--- src/rtl/fc_trig_pkg.sv ---
package fc_trig_pkg;

    localparam int DEF_PAUSE_W = 16;
    localparam int DEF_SYNC_STAGES = 2;

    typedef enum logic [1:0] {
        EDGE_NONE = 2'd0,
        EDGE_RISE = 2'd1,
        EDGE_FALL = 2'd2
    } fc_edge_e;

endpackage

--- src/rtl/fc_req_sync.sv ---
module fc_req_sync
    import fc_trig_pkg::*;
#(
    parameter int STAGES = DEF_SYNC_STAGES
) (
    input  logic     clk,
    input  logic     rst_n,
    input  logic     req_async,
    output logic     req_lvl,
    output fc_edge_e req_edge
);

    typedef struct packed {
        logic [STAGES-1:0] chain;
        logic              prev;
    } sync_st_t;

    sync_st_t st_d, st_q;

    generate
        if (STAGES < 2) begin : g_bad_depth
            initial $error("fc_req_sync needs at least two stages");
        end
    endgenerate

    always_comb begin
        st_d       = st_q;
        st_d.chain = {st_q.chain[STAGES-2:0], req_async};
        st_d.prev  = st_q.chain[STAGES-1];

        req_lvl  = st_q.chain[STAGES-1];
        req_edge = EDGE_NONE;
        if (st_q.chain[STAGES-1] && !st_q.prev) begin
            req_edge = EDGE_RISE;
        end else if (!st_q.chain[STAGES-1] && st_q.prev) begin
            req_edge = EDGE_FALL;
        end
    end

    always_ff @(posedge clk or negedge rst_n) begin
        if (!rst_n) begin
            st_q <= '0;
        end else begin
            st_q <= st_d;
        end
    end

endmodule

--- src/rtl/fc_pause_cmd.sv ---
module fc_pause_cmd
    import fc_trig_pkg::*;
#(
    parameter int PAUSE_W = DEF_PAUSE_W
) (
    input  logic               clk,
    input  logic               rst_n,
    input  fc_edge_e           req_edge,
    input  logic               full_duplex,
    input  logic               zero_pause_en,
    input  logic [PAUSE_W-1:0] pause_time_cfg,
    input  logic               pause_ack,
    output logic               cmd_pend,
    output logic [PAUSE_W-1:0] cmd_val,
    output logic               mode_chg
);

    typedef struct packed {
        logic               pend;
        logic [PAUSE_W-1:0] val;
        logic               mode;
    } cmd_st_t;

    cmd_st_t st_d, st_q;

    always_comb begin
        st_d      = st_q;
        st_d.mode = full_duplex;
        mode_chg  = (full_duplex != st_q.mode);

        if (mode_chg) begin
            st_d.pend = 1'b0;
        end else if (full_duplex && req_edge == EDGE_RISE) begin
            st_d.pend = 1'b1;
            st_d.val  = pause_time_cfg;
        end else if (full_duplex && req_edge == EDGE_FALL) begin
            if (zero_pause_en) begin
                st_d.pend = 1'b1;
                st_d.val  = '0;
            end else begin
                st_d.pend = 1'b0;
            end
        end else if (st_q.pend && pause_ack) begin
            st_d.pend = 1'b0;
        end

        cmd_pend = st_q.pend;
        cmd_val  = st_q.val;
    end

    always_ff @(posedge clk or negedge rst_n) begin
        if (!rst_n) begin
            st_q <= '0;
        end else begin
            st_q <= st_d;
        end
    end

endmodule

--- src/rtl/fc_col_gen.sv ---
module fc_col_gen (
    input  logic clk,
    input  logic rst_n,
    input  logic rx_start,
    input  logic full_duplex,
    input  logic req_lvl,
    output logic force_col
);

    typedef struct packed {
        logic col;
    } col_st_t;

    col_st_t st_d, st_q;

    always_comb begin
        st_d     = st_q;
        st_d.col = rx_start && !full_duplex && req_lvl;
        force_col = st_q.col;
    end

    always_ff @(posedge clk or negedge rst_n) begin
        if (!rst_n) begin
            st_q <= '0;
        end else begin
            st_q <= st_d;
        end
    end

endmodule

--- src/rtl/fc_trigger.sv ---
module fc_trigger
    import fc_trig_pkg::*;
#(
    parameter int PAUSE_W     = DEF_PAUSE_W,
    parameter int SYNC_STAGES = DEF_SYNC_STAGES
) (
    input  logic               clk,
    input  logic               rst_n,
    input  logic               fc_req_async,
    input  logic               full_duplex,
    input  logic               zero_pause_en,
    input  logic [PAUSE_W-1:0] pause_time_cfg,
    input  logic               rx_start,
    input  logic               pause_ack,
    output logic               pause_req,
    output logic [PAUSE_W-1:0] pause_val,
    output logic               force_col
);

    logic     req_lvl;
    fc_edge_e req_edge;
    logic     rise_w;
    logic     fall_w;
    logic     mode_chg_w;

    fc_req_sync #(
        .STAGES (SYNC_STAGES)
    ) u_sync (
        .clk       (clk),
        .rst_n     (rst_n),
        .req_async (fc_req_async),
        .req_lvl   (req_lvl),
        .req_edge  (req_edge)
    );

    assign rise_w = (req_edge == EDGE_RISE);
    assign fall_w = (req_edge == EDGE_FALL);

    fc_pause_cmd #(
        .PAUSE_W (PAUSE_W)
    ) u_pause (
        .clk            (clk),
        .rst_n          (rst_n),
        .req_edge       (req_edge),
        .full_duplex    (full_duplex),
        .zero_pause_en  (zero_pause_en),
        .pause_time_cfg (pause_time_cfg),
        .pause_ack      (pause_ack),
        .cmd_pend       (pause_req),
        .cmd_val        (pause_val),
        .mode_chg       (mode_chg_w)
    );

    fc_col_gen u_col (
        .clk         (clk),
        .rst_n       (rst_n),
        .rx_start    (rx_start),
        .full_duplex (full_duplex),
        .req_lvl     (req_lvl),
        .force_col   (force_col)
    );

endmodule

--- config.mk ---
export PLATFORM = sky130hd
export DESIGN_NAME = fc_trigger
export DESIGN_NICKNAME = d
export VERILOG_FILES = /design/src/rtl/fc_trig_pkg.sv /design/src/rtl/fc_req_sync.sv /design/src/rtl/fc_pause_cmd.sv /design/src/rtl/fc_col_gen.sv /design/src/rtl/fc_trigger.sv
export SDC_FILE = /design/constraint.sdc
export NUM_CORES = 1
export LEC_CHECK = 0
export BUFFER_PORTS_ARGS = -buffer_cell sky130_fd_sc_hd__buf_2
export CAP_MARGIN = 10
export CORE_UTILIZATION = 49
export CTS_CLUSTER_SIZE = 8
export DETAILED_ROUTE_END_ITERATION = 10
export PLACE_DENSITY = 0.82
export RECOVER_POWER = 100
export SYNTH_ARGS = -nofsm -noshare
export SYNTH_HDL_FRONTEND = slang
export SYNTH_SLANG_ARGS = --single-unit
--- constraint.sdc ---
create_clock -name clk -period 3.8 [get_ports clk]
set_input_delay 0.19 -clock clk [delete_from_list [all_inputs] [get_ports clk]]
set_output_delay 0.19 -clock clk [all_outputs]
set_load 0.03 [all_outputs]
==> flow_metrics.py <==
metrics = {
    "place": {
        "io_buffers": 40,
        "hpwlAfterDp_mm": 1.06,
        "routabilityCongestion": 0.639,
    },
    "global_routing": {
        "grt_pass1_wl_mm": 2.28,
        "met2_usage_pct": 22.0,
        "antenna_found_initial": 0,
        "grtUsageMet1_pct": 23.1,
        "grt_max_degree": 23,
        "overflow": 0,
        "track_usage_pct": 15.8,
        "top_usage_layer": "met1",
        "use_met3_pct": 2.38,
        "grt_pass1_vias": 541,
    },
    "pwr": {
        "leakage_nw": 0.517,
        "power.total_mw": 0.544,
        "ir_drop_v": 0.000245,
        "p_per_area_nw_per_um2": 526,
    },
    "logic_synthesis": {
        "synth_mux_area_share_pct": 0,
        "synth_compound_area_share_pct": 18.9,
        "synth.largest_area_cell": "dfrtp_1",
        "syn-cell-area_um2": 935,
        "post_synth_fa_ha_maj_area_fraction_pct": 0,
        "syn_area_per_cell_um2": 13.2,
        "synth_top_area_share_pct": 58.9,
        "synth_top_family_by_area": "compound AO/OA/AOI/OAI gates",
        "ys_ff_latch": 22,
        "yosys-top-cells-area": "dfrtp_1, a22o_1, buf_4, buf_6, o21ba_4",
        "synth_xor_area_share_pct": 0,
        "yosysSeqAreaShare_pct": 58.9,
        "synth_nets": 94,
        "synth_warnings": 0,
        "synth_cells": 71,
        "synth-simple-area-share_pct": 5.35,
        "synth_cell_type_count": 17,
    },
    "finish": {
        "nets": 121,
        "final_common_cell": "dfrtp_1",
        "fillerInstances": 172,
        "drive_above_1_share_pct": 24.7,
        "antennaDiodeCount": 0,
        "syn_to_final_growth_pct": 10.6,
        "final_cell_mix": "dfrtp_1, buf_2, clkbuf_1",
    },
    "run": {
        "maxCapViolCount": 0,
    },
    "sta": {
        "tns_ns": 0,
        "finalCritPeriodShare_pct": 49.3,
        "setup_viol": 0,
        "tightest_slew_ns": 1.08,
        "finalHoldViolCount": 0,
        "fin_hold_ws_ns": 0.0925,
        "rsz0062_at_grt": "false",
        "slew_viol_final": 0,
        "max_freq_ghz": 0.534,
        "fin_crit_ns": 1.87,
        "slew-limit-headroom_pct": 27.9,
        "skew_ns": 0.00120,
    },
    "drt": {
        "viasPerCell": 5.14,
        "drt_iter0_drc": 11,
        "drc": 0,
        "wl_mm": 1.51,
        "ant_nets": 0,
        "wl_per_cell_um": 12.4,
        "vias": 627,
        "first_pass_iters": 4,
    },
    "cts": {
        "cts_setup_buffers": 0,
        "cts_buffers": 3,
        "cts-root-buf": "clkbuf_4",
        "clkTransAtPathRegs_ns": 0.11,
        "htree_num_levels": 1,
        "cts_resized": 0,
        "max-clock-path-buffers": 2,
        "cts.sinks": 22,
        "cts_tree": "done",
        "clkLatencyLatePin_ns": 0.29,
    },
    "worst_setup_path": {
        "critical_path.top_delay_family": "compound AO/OA/AOI/OAI gates",
        "crit_start": "u_sync.st_q[0]$_DFF_PN0_",
        "worstPathRequired_ns": 4.00,
        "path_cells": "and4b_1, o21ba_1, a22o_1",
        "slowest_delay_ns": 0.66,
        "start_kind": "register",
        "critPathKind": "reg -> reg",
        "r2r-start": "u_sync.st_q[0]$_DFF_PN0_",
        "cp_slowest_cell": "and4b_1",
        "cp.arrival_ns": 2.07,
        "crit_buf_inv": 0,
        "path_max_fanout": 17,
        "cp-end-kind": "register",
    },
    "status": {
        "status": "finished, final reports clean",
    },
    "floorplan": {
        "die_area_um2": 2090,
        "rows": 15,
        "initial_core_util_pct": 53.0,
        "die_height_um": 45.7,
        "fp.coreArea_um2": 1760,
        "ios": 41,
        "die_w_um": 45.7,
    },
    "worst_hold_path": {
        "hold_class": "in -> reg",
        "min_from": "full_duplex",
    },
}
-- metrics by stage --
stage          std cells  utilization (%)  setup slack, ns  cell area (um^2)
6_report             122             58.6             1.93              1030
5_1_grt              122             58.6             1.83              1030
4_1_cts              122             60.4             2.12              1060
3_5_place_dp         116             57.2             2.13              1010
3_3_place_gp         116             57.2             2.21              1010
2_1_floorplan         71                -             2.37               935
-- per-layer routing --
layer | share of wire [%] | vias up
li1 | - | 291
met1 | 49 | 298
met2 | 43 | 36
met3 | 8.0 | 2
met4 | 0.53 | 0
met5 | 0 | -
-- state kept, by name (all words and copies together), names as in the netlist --
register / cells
u_col.force_col: 1
u_pause.cmd_pend: 1
u_pause.cmd_val: 16
u_pause.st_q: 1
u_sync.req_lvl: 1
u_sync.st_d: 1
u_sync.st_q: 1
-- worst register-to-register path: cells and delay by family, from the launching register on --
kind               cells  cell delay [ns]
AOI/OAI and AO/OA      2             0.68
DFF                    1             0.44
and+or+nand+nor        1             0.66
-- final cells by class --
cell class	count	area, um^2	area share [%]
Timing Repair Buffer	42	195	18.9
Sequential cell	22	551	53.3
Tap cell	25	31.3	3.03
Clock buffer	4	36.3	3.51
Multi-Input combinational cell	29	220	21.3
-- cells by family (layout without fill, tap and decap cells) --
| logic type | after synthesis | count (layout) |
|---|---|---|
| flip-flops | 22 | 22 |
| AO/OA/AOI/OAI | 20 | 20 |
| buffers and inverters | 20 | 46 |
| AND/OR/NAND/NOR | 9 | 9 |
-- timing repair --
item / 4_1_cts / 5_1_grt
setup endpoints to repair: 0 / 0
hold buffers: 2 / 0
hold endpoints to repair: 23 / 0
-- path summary, 6_finish.rpt --
| path | endpoint | slack (ns) | depth (start not counted) |
|---|---|---|---|
| worst max-delay path | u_pause.cmd_val[2]$_DFFE_PN0P_ | 1.93 | 3 |
| worst min-delay path | u_pause.st_q[0]$_DFF_PN0_ | 0.09 | 1 |
| worst max register to register | u_pause.cmd_val[2]$_DFFE_PN0P_ | 1.93 | 3 |
| worst min register to register | u_sync.req_lvl$_DFF_PN0_ | 0.37 | 0 |
| max in group asynchronous | u_pause.cmd_val[13]$_DFFE_PN0P_ | 2.56 | 2 |
| min in group asynchronous | u_col.force_col$_DFF_PN0_ | 0.60 | 2 |
-- where the power goes --
part	total, mW	internal (mW)	switching, mW	leakage, nW
logic	0.134	0.0431	0.0911	0.217
clock network	0.124	0.0583	0.0657	0.0210
registers	0.286	0.266	0.0197	0.280
-- synth_stat cells, drive strengths merged --
cell type,n
nand3,1
nand2b,1
dfrtp,22
nand2,2
clkbuf,1
nor3,1
and2,1
a21oi,1
buf,19
nor2,1
and4b,1
a211o,1
nand4,1
a22o,16
o21ba,1
o22ai,1
No activity file was read; power rests on OpenSTA's default activity.
